--- src/rtl/sclsync_pkg.sv ---
package sclsync_pkg;

  typedef enum logic [1:0] {
    PH_IDLE = 2'd0,
    PH_LOW  = 2'd1,
    PH_WAIT = 2'd2,
    PH_HIGH = 2'd3
  } phase_t;

  // Strobes from control to datapath
  typedef struct packed {
    logic cntClr;
    logic cntInc;
    logic latchWidths;
  } ctlStrobe_t;

endpackage

--- src/rtl/sclsync_dp.sv ---
module sclsync_dp
  import sclsync_pkg::*;
#(
  parameter int W           = 8,
  parameter int SYNC_STAGES = 2
) (
  input  logic         clk,
  input  logic         rstN,
  input  ctlStrobe_t   ctl,
  input  logic [W-1:0] lowWidth,
  input  logic [W-1:0] highWidth,
  input  logic         sclIn,
  output logic         busHi,
  output logic         lowDone,
  output logic         highDone,
  output logic         sclRise,
  output logic         sclFall,
  output logic [W-1:0] cnt,
  output logic [W-1:0] loLat,
  output logic [W-1:0] hiLat
);

  localparam logic [W-1:0] MIN_W = W'(2);
  localparam logic [W-1:0] ONE_W = W'(1);

  function automatic logic [W-1:0] clampW(input logic [W-1:0] v);
    return (v < MIN_W) ? MIN_W : v;
  endfunction

  logic [SYNC_STAGES-1:0] syncQ;
  logic                   busPrev;

  // Bus idles high, so the synchronizer resets to ones
  generate
    if (SYNC_STAGES > 1) begin : g_multi
      always_ff @(posedge clk or negedge rstN) begin
        if (!rstN) syncQ <= '1;
        else       syncQ <= {syncQ[SYNC_STAGES-2:0], sclIn};
      end
    end else begin : g_single
      always_ff @(posedge clk or negedge rstN) begin
        if (!rstN) syncQ <= '1;
        else       syncQ <= sclIn;
      end
    end
  endgenerate

  assign busHi = syncQ[SYNC_STAGES-1];

  always_ff @(posedge clk or negedge rstN) begin
    if (!rstN) busPrev <= 1'b1;
    else       busPrev <= busHi;
  end

  assign sclRise = busHi & ~busPrev;
  assign sclFall = ~busHi & busPrev;

  // Phase counter
  always_ff @(posedge clk or negedge rstN) begin
    if (!rstN)            cnt <= '0;
    else if (ctl.cntClr)  cnt <= '0;
    else if (ctl.cntInc)  cnt <= cnt + ONE_W;
  end

  // Width latches, refreshed at the start of each low phase
  always_ff @(posedge clk or negedge rstN) begin
    if (!rstN) begin
      loLat <= MIN_W;
      hiLat <= MIN_W;
    end else if (ctl.latchWidths) begin
      loLat <= clampW(lowWidth);
      hiLat <= clampW(highWidth);
    end
  end

  assign lowDone  = (cnt == loLat - ONE_W);
  assign highDone = (cnt == hiLat - ONE_W);

  AST_LATCH_HOLD: assert property (@(posedge clk) disable iff (!rstN)
    !ctl.latchWidths |=> ($stable(loLat) && $stable(hiLat)));

  AST_RISE_SINGLE: assert property (@(posedge clk) disable iff (!rstN)
    sclRise |=> !sclRise);

  AST_FALL_SINGLE: assert property (@(posedge clk) disable iff (!rstN)
    sclFall |=> !sclFall);

endmodule

--- src/rtl/sclsync_ctrl.sv ---
module sclsync_ctrl
  import sclsync_pkg::*;
(
  input  logic       clk,
  input  logic       rstN,
  input  logic       masterSet,
  input  logic       stopDet,
  input  logic       arbLost,
  input  logic       busHi,
  input  logic       lowDone,
  input  logic       highDone,
  output ctlStrobe_t ctl,
  output phase_t     phase,
  output logic       masterFlag,
  output logic       pullLow
);

  phase_t phaseNxt;

  // Master-mode flag: clear requests dominate
  always_ff @(posedge clk or negedge rstN) begin
    if (!rstN)                   masterFlag <= 1'b0;
    else if (stopDet || arbLost) masterFlag <= 1'b0;
    else if (masterSet)          masterFlag <= 1'b1;
  end

  always_comb begin
    ctl      = '0;
    phaseNxt = phase;
    if (!masterFlag) begin
      phaseNxt   = PH_IDLE;
      ctl.cntClr = 1'b1;
    end else begin
      unique case (phase)
        PH_IDLE: begin
          phaseNxt        = PH_LOW;
          ctl.cntClr      = 1'b1;
          ctl.latchWidths = 1'b1;
        end
        PH_LOW: begin
          if (lowDone) begin
            phaseNxt   = PH_WAIT;
            ctl.cntClr = 1'b1;
          end else begin
            ctl.cntInc = 1'b1;
          end
        end
        PH_WAIT: begin
          // Line released; hold off until the bus really reads high
          if (busHi) begin
            phaseNxt   = PH_HIGH;
            ctl.cntClr = 1'b1;
          end
        end
        PH_HIGH: begin
          if (!busHi || highDone) begin
            phaseNxt        = PH_LOW;
            ctl.cntClr      = 1'b1;
            ctl.latchWidths = 1'b1;
          end else begin
            ctl.cntInc = 1'b1;
          end
        end
        default: begin
          phaseNxt   = PH_IDLE;
          ctl.cntClr = 1'b1;
        end
      endcase
    end
  end

  always_ff @(posedge clk or negedge rstN) begin
    if (!rstN) phase <= PH_IDLE;
    else       phase <= phaseNxt;
  end

  assign pullLow = (phase == PH_LOW);

  AST_CLEAR_WINS: assert property (@(posedge clk) disable iff (!rstN)
    (stopDet || arbLost) |=> !masterFlag);

  AST_IDLE_WHEN_OFF: assert property (@(posedge clk) disable iff (!rstN)
    !masterFlag |=> (phase == PH_IDLE));

  AST_HIGH_NEEDS_BUS: assert property (@(posedge clk) disable iff (!rstN)
    ((phase == PH_HIGH) && ($past(phase) == PH_WAIT)) |-> $past(busHi));

  AST_ABORT_ON_LOW: assert property (@(posedge clk) disable iff (!rstN)
    ((phase == PH_HIGH) && !busHi && masterFlag) |=> (phase == PH_LOW));

endmodule

--- src/rtl/scl_clock_sync.sv ---
module scl_clock_sync
  import sclsync_pkg::*;
#(
  parameter int W           = 8,
  parameter int SYNC_STAGES = 2
) (
  input  logic         clk,
  input  logic         rstN,
  input  logic         masterSet,
  input  logic         stopDet,
  input  logic         arbLost,
  input  logic [W-1:0] lowWidth,
  input  logic [W-1:0] highWidth,
  input  logic         sclIn,
  output logic         sclPullLow,
  output logic         sclRise,
  output logic         sclFall,
  output logic         masterActive
);

  ctlStrobe_t   ctl;
  phase_t       phase;
  logic         busHi;
  logic         lowDone;
  logic         highDone;
  logic [W-1:0] cnt;
  logic [W-1:0] loLat;
  logic [W-1:0] hiLat;

  sclsync_ctrl u_ctrl (
    .clk        (clk),
    .rstN       (rstN),
    .masterSet  (masterSet),
    .stopDet    (stopDet),
    .arbLost    (arbLost),
    .busHi      (busHi),
    .lowDone    (lowDone),
    .highDone   (highDone),
    .ctl        (ctl),
    .phase      (phase),
    .masterFlag (masterActive),
    .pullLow    (sclPullLow)
  );

  sclsync_dp #(.W(W), .SYNC_STAGES(SYNC_STAGES)) u_dp (
    .clk       (clk),
    .rstN      (rstN),
    .ctl       (ctl),
    .lowWidth  (lowWidth),
    .highWidth (highWidth),
    .sclIn     (sclIn),
    .busHi     (busHi),
    .lowDone   (lowDone),
    .highDone  (highDone),
    .sclRise   (sclRise),
    .sclFall   (sclFall),
    .cnt       (cnt),
    .loLat     (loLat),
    .hiLat     (hiLat)
  );

  AST_LOW_BOUND: assert property (@(posedge clk) disable iff (!rstN)
    (phase == PH_LOW) |-> (cnt < loLat));

  AST_HIGH_BOUND: assert property (@(posedge clk) disable iff (!rstN)
    (phase == PH_HIGH) |-> (cnt < hiLat));

  AST_MIN_WIDTH: assert property (@(posedge clk) disable iff (!rstN)
    (loLat >= W'(2)) && (hiLat >= W'(2)));

endmodule

--- config.mk ---
export PLATFORM = sky130hd
export DESIGN_NAME = scl_clock_sync
export DESIGN_NICKNAME = d
export VERILOG_FILES = /design/src/rtl/sclsync_pkg.sv /design/src/rtl/sclsync_dp.sv /design/src/rtl/sclsync_ctrl.sv /design/src/rtl/scl_clock_sync.sv
export SDC_FILE = /design/constraint.sdc
export NUM_CORES = 1
export LEC_CHECK = 0
export BUFFER_PORTS_ARGS = -buffer_cell sky130_fd_sc_hd__buf_2
export CORE_MARGIN = 2
export CORE_UTILIZATION = 51
export CTS_BUF_LIST = sky130_fd_sc_hd__clkbuf_16
export CTS_CLUSTER_DIAMETER = 80
export DETAILED_ROUTE_END_ITERATION = 16
export GPL_TIMING_DRIVEN = 0
export PLACE_DENSITY = 0.77
export SKIP_LAST_GASP = 1
export SLEW_MARGIN = 20
export SYNTH_ARGS = -nofsm -noshare
export SYNTH_HDL_FRONTEND = slang
export SYNTH_HIERARCHICAL = 1
export SYNTH_SLANG_ARGS = --single-unit
--- constraint.sdc ---
create_clock -name clk -period 3 [get_ports clk]
set_input_delay 0.15 -clock clk [delete_from_list [all_inputs] [get_ports clk]]
set_output_delay 0.15 -clock clk [all_outputs]
set_load 0.05 [all_outputs]
## After elaboration in Yosys (flattened, before gate mapping)

Cells that the tools add are included.
Widths: inputs -> output; s select.

| word-level totals | value |
|---|---|
| register bits | 30 |
| input bits | 22 |
| output and inout port bits | 4 |
| logic and storage cells | 52 |

| operators by class | value |
|---|---|
| $add $sub $neg | 3 |
| magnitude comparators | 2 |
| equality and inequality tests | 8 |
| muxes and demuxes | 21 |
| bitwise operators | 4 |
| reductions and logical operators | 7 |

Operators by type and width:

| kind | number |
|---|---|
| $mux 8 | 4 |
| $eq 8x8->1 | 2 |
| $lt 8x2->1 const B | 2 |
| $sub 8x1->8 const B | 2 |
| $mux 2 | 5 |
| $add 8x1->8 const B | 1 |
| $mux 1 | 8 |
| $pmux 2 s4 | 1 |
| $ne 3x3->1 const B | 2 |
| $eq 2x2->1 const B | 2 |
| $pmux 1 s2 | 2 |
| $pmux 1 s4 | 1 |
| $reduce_bool 2->1 | 2 |
| $ne 3x2->1 const B | 1 |
| $reduce_and 3->1 | 1 |
| $and 1x1->1 | 2 |
| $eq 2x1->1 const B | 1 |
| $logic_not 2->1 | 1 |
| $logic_or 1x1->1 | 2 |
| $not 1->1 | 2 |
| $logic_not 1->1 | 1 |

## Logic depth before layout (Yosys ltp)

| logic depth | value |
|---|---|
| depth after elaboration | 8 |
| depth in mapped cells | 15 |
| gate-level depth less buffers | 13 |

## Cells and area by module

The synthesis kept the hierarchy.

By module, submodules not included:

| module | instances | cells each | area each (um^2) | seq. area each (um^2) |
|---|---|---|---|---|
| sclsync_dp | 1 | 154 | 1596.5 | 681.9 |
| sclsync_ctrl | 1 | 32 | 294.0 | 75.1 |

## Worst setup path before layout

No wires, ideal clock.

| timing path | value |
|---|---|
| kind | register -> register |
| from | reg u_dp.hiLat[0] |
| to | reg u_dp.loLat[3] |
| setup time | 0.125 ns |
| arrival | 3.114 ns |
| data required time | 2.875 ns |
| setup slack | -0.239 ns |
| cell stages (with the launch flop) | 12 |
| path buffers | 2 |
| period minus slack after synthesis | 3.239 ns |
| cells stage by stage | dfrtp_1 or4_4 nor4b_2 o21a_1 o21ai_1 a2111oi_2 nand2b_1 a21oi_1 nor3b_1 clkbuf_1 clkbuf_1 mux2_2 |

RTL lines:

| item | line | text |
|---|---|---|
| start: declaration | sclsync_dp.sv:20 | `output logic [W-1:0] hiLat` |
| start signal: assignment | sclsync_dp.sv:72 | `hiLat <= clampW(highWidth);` |
| end signal: assignment | sclsync_dp.sv:71 | `loLat <= clampW(lowWidth);` |
| end: declaration | sclsync_dp.sv:19 | `output logic [W-1:0] loLat,` |

==> impl_metrics.csv <==
group,metric,value,unit
clock_network,cts_buffers,5,
global_route,grt_pass1_wl,7100,microns
route,via_per_inst,5.47,
setup_path,r2r-start,"u_dp/hiLat[2]$_DFFE_PN0P_",
finish,area_growth,29.5,%
global_route,globalRouteOverflowTotal,0,
route,post_drt_wl_per_cell,15.4,microns
synthesis,yosys-top-cells-area,"dfrtp_1, mux2_2, dfstp_2",
sta,relSlewSlack,0.544,
sta,fin_ws,-85.4,ps
global_route,grt_max_degree,31,
route,antenna_left,0,
finish,stdcell_count,279,
pwr,p_switching,426,uW
synthesis,yosys.area.top_type,"dfrtp_1",
setup_path,critPathLaunch,"u_dp/hiLat[2]$_DFFE_PN0P_",
sta,period_share,1.03,
sta,setup_violations,3,
synthesis,synth_common_cells,"dfrtp_1, xor2_1, mux2_2, nor2_1, xnor2_1",
run_status,status,"complete, but fails checks",
finish,drive_gt1_frac,0.355,
clock_network,clkSinkCount,30,
route,drt_pass1_iterations,4,
sta,final.setup.tns,-115,ps
pwr,p_int,973,uW
synthesis,synthArstFlopShare,1.00,
global_route,antenna_found_initial,0,
clock_network,ctsLongestPathBuffers,2,
setup_path,crit_path_end_kind,"register",
hold_path,hold_path.startpoint,"arbLost",
synthesis,synth_top_area_frac,0.331,
synthesis,synth_mux_area_frac,0.0768,
synthesis,synth.distinct_cells,45,
pwr,clkPwrFrac,0.325,
place,hpwlAfterDp,2710,microns
hold_path,hp-class,"input port to register",
floorplanning,initial_utilization,0.524,
sta,tightest_slew,684,ps
place,place.gp.congestion,0.814,
clock_network,root_buffer,"clkbuf_16",
floorplanning,die_h,64.9,microns
synthesis,ys_seq_area_frac,0.400,
synthesis,synth_compound_area_frac,0.123,
floorplanning,design.die.area,0.00421,sq mm
sta,final-hold-violation-count,0,
setup_path,criticalPathCategory,"register to register",
synthesis,synth.yosys.warnings,6,
run_status,violations,"setup timing",
finish,antenna_cells,0,
sta,drv_slew,0,
synthesis,yosysMostFrequentCell,"dfrtp_1",
clock_network,clk_latency,270,ps
finish,nNetsFinal,261,
floorplanning,ioPinCount,26,
sta,min_period,3090,ps
floorplanning,core_region_area,0.00361,sq mm
setup_path,worst-path-max-fanout,5,
synthesis,mappedNetlistArea,0.00189,sq mm
global_route,grt_pass1_vias,1498,
run,cap_violations,0,
clock_network,clk_pin_slew,50,ps
setup_path,cp.arrival,3280,ps
setup_path,required,3200,ps
synthesis,synthCells,186,
sta,finalClockSkew,3.70,ps
synthesis,syn_nets,217,
pwr,netSwitchingFraction,0.305,
clock_network,htree_levels,2,
route,drc,0,
sta,rsz0062_at_grt,"true",
route,drtIter0Drc,80,
route,routed_wl,4300,microns
synthesis,synthSimpleGateAreaFrac,0.185,
synthesis,synthAdderAreaFrac,0.0596,
pwr,sequentialPowerShare,0.387,
pwr,comb_power_share,0.288,
clock_network,cts_tree,"built",
setup_path,start_kind,"register",
global_route,gr-usage-all-layers,0.224,
synthesis,ys_ff_latch,30,
synthesis,synth_flop_cell,"dfrtp_1",
place,dp_cells,259,
floorplanning,die_x,64.9,microns
pwr,leakage,1.03,nW
pwr,p_per_area,572,mW/mm^2
synthesis,synth-edff-count,0,
floorplanning,row_count,22,
synthesis,synth_xor_area_frac,0.111,
pwr,vdd_ir_drop_max,0.000343,V
sta,timing.fmax,324,MHz
synthesis,synth.avg_cell_area,10.2,sq um
place,port-buffer-count,25,
route,via_count,1526,
synthesis,synth_top_family_by_area,"simple AND/OR/NAND/NOR gates",
-- layer usage --
layer | up-vias | GRT usage | wire (microns)
met5 | - | 0 | 0
met4 | 0 | 0.0824 | 40
met3 | 5 | 0.0538 | 179
met2 | 36 | 0.358 | 2090
met1 | 735 | 0.295 | 1990
li1 | 750 | - | -
-- power groups by stage --
stage	clock (mW)	combinational, mW	sequential (mW)
final	0.455	0.402	0.542
after global routing	0.495	0.437	0.550
after CTS	0.469	0.355	0.538
after detailed placement	0	0.314	0.548
after global placement	0	0.307	0.546
after floorplan	0	0.252	0.531
-- state kept, by name, summed over array words and instances (netlist names) --
name / flops
u_dp/cnt: 8
u_dp/loLat: 8
u_dp/busPrev: 1
u_dp/syncQ: 2
u_ctrl/masterFlag: 1
u_ctrl/phase: 2
u_dp/hiLat: 8
-- final timing paths --
check / endpoint / slack [ps] / depth (start not counted)
min: u_ctrl/masterFlag$_DFFE_PN0P_ / 30 / 2
max: u_dp/cnt[7]$_DFFE_PN0P_ / -90 / 11
min reg2reg: u_dp/syncQ[1]$_DFF_PN1_ / 360 / 0
min in group asynchronous: u_dp/cnt[2]$_DFFE_PN0P_ / 460 / 2
max reg2reg: u_dp/cnt[7]$_DFFE_PN0P_ / -90 / 11
max in group asynchronous: u_dp/hiLat[0]$_DFFE_PN0P_ / 2100 / 2
-- layout by cell type, fill, tap and decap left out, types with 8 or more instances in the layout --
cell type / synthesis / final
buf_2: 0 / 25
buf_4: 1 / 13
dfrtp_1: 25 / 25
ha_1: 9 / 8
inv_1: 9 / 12
mux2_2: 12 / 12
nor2_1: 12 / 12
xnor2_1: 11 / 11
xor2_1: 13 / 13
-- through the flow --
step           hold slack [ps]  power (mW)  setup slack, ps  utilization  cell area [sq um]
4_1_cts                   22.1        1.36            -42.1        0.654               2360
5_1_grt                   28.5        1.48             -206        0.679               2450
2_1_floorplan             -146       0.784             3.97            -               1900
3_3_place_gp               227       0.852             -299        0.579               2090
6_report                  27.3        1.40            -85.4        0.679               2450
3_5_place_dp               225       0.862             -348        0.579               2090
-- area by class of cell --
cell class | count | area [sq um]
fillers | 275 | 1160
clock inverters | 3 | 11.3
multi-input cells | 137 | 1150
clock buffers | 5 | 125
well taps | 48 | 60.1
repair buffers | 39 | 243
flip-flops and latches | 30 | 757
inverters | 9 | 33.8
plain buffers | 8 | 62.6
-- cell families (layout without fill, tap and decap cells) --
family,Yosys count,count (layout)
AND/OR/NAND/NOR,59,59
flip-flops,30,30
AO/OA/AOI/OAI,32,32
buffers and inverters,19,64
adder cells (fa/ha/maj),9,9
XOR/XNOR,24,24
multiplexers,13,13
-- worst max-delay path: stages (launching register included) --
cell and delay, ps:
dfrtp_1 390, or4_4 560, o21a_1 230, o21a_1 180, o21ai_2 150, a2111oi_4 100, and3b_4 320, o21a_1 140
o21a_1 210, o2111ai_4 170, or3_4 410, a21oi_2 150
-- timing repair --
action                                  4_1_cts  5_1_grt
hold buffers                                  2        0
hold endpoints to repair                     26        0
pin swaps                                    13        7
resized for setup                            12       15
setup buffers                                 7        5
endpoints found under the setup margin       24       24
Note: power is estimated with default switching activity, not from simulation.
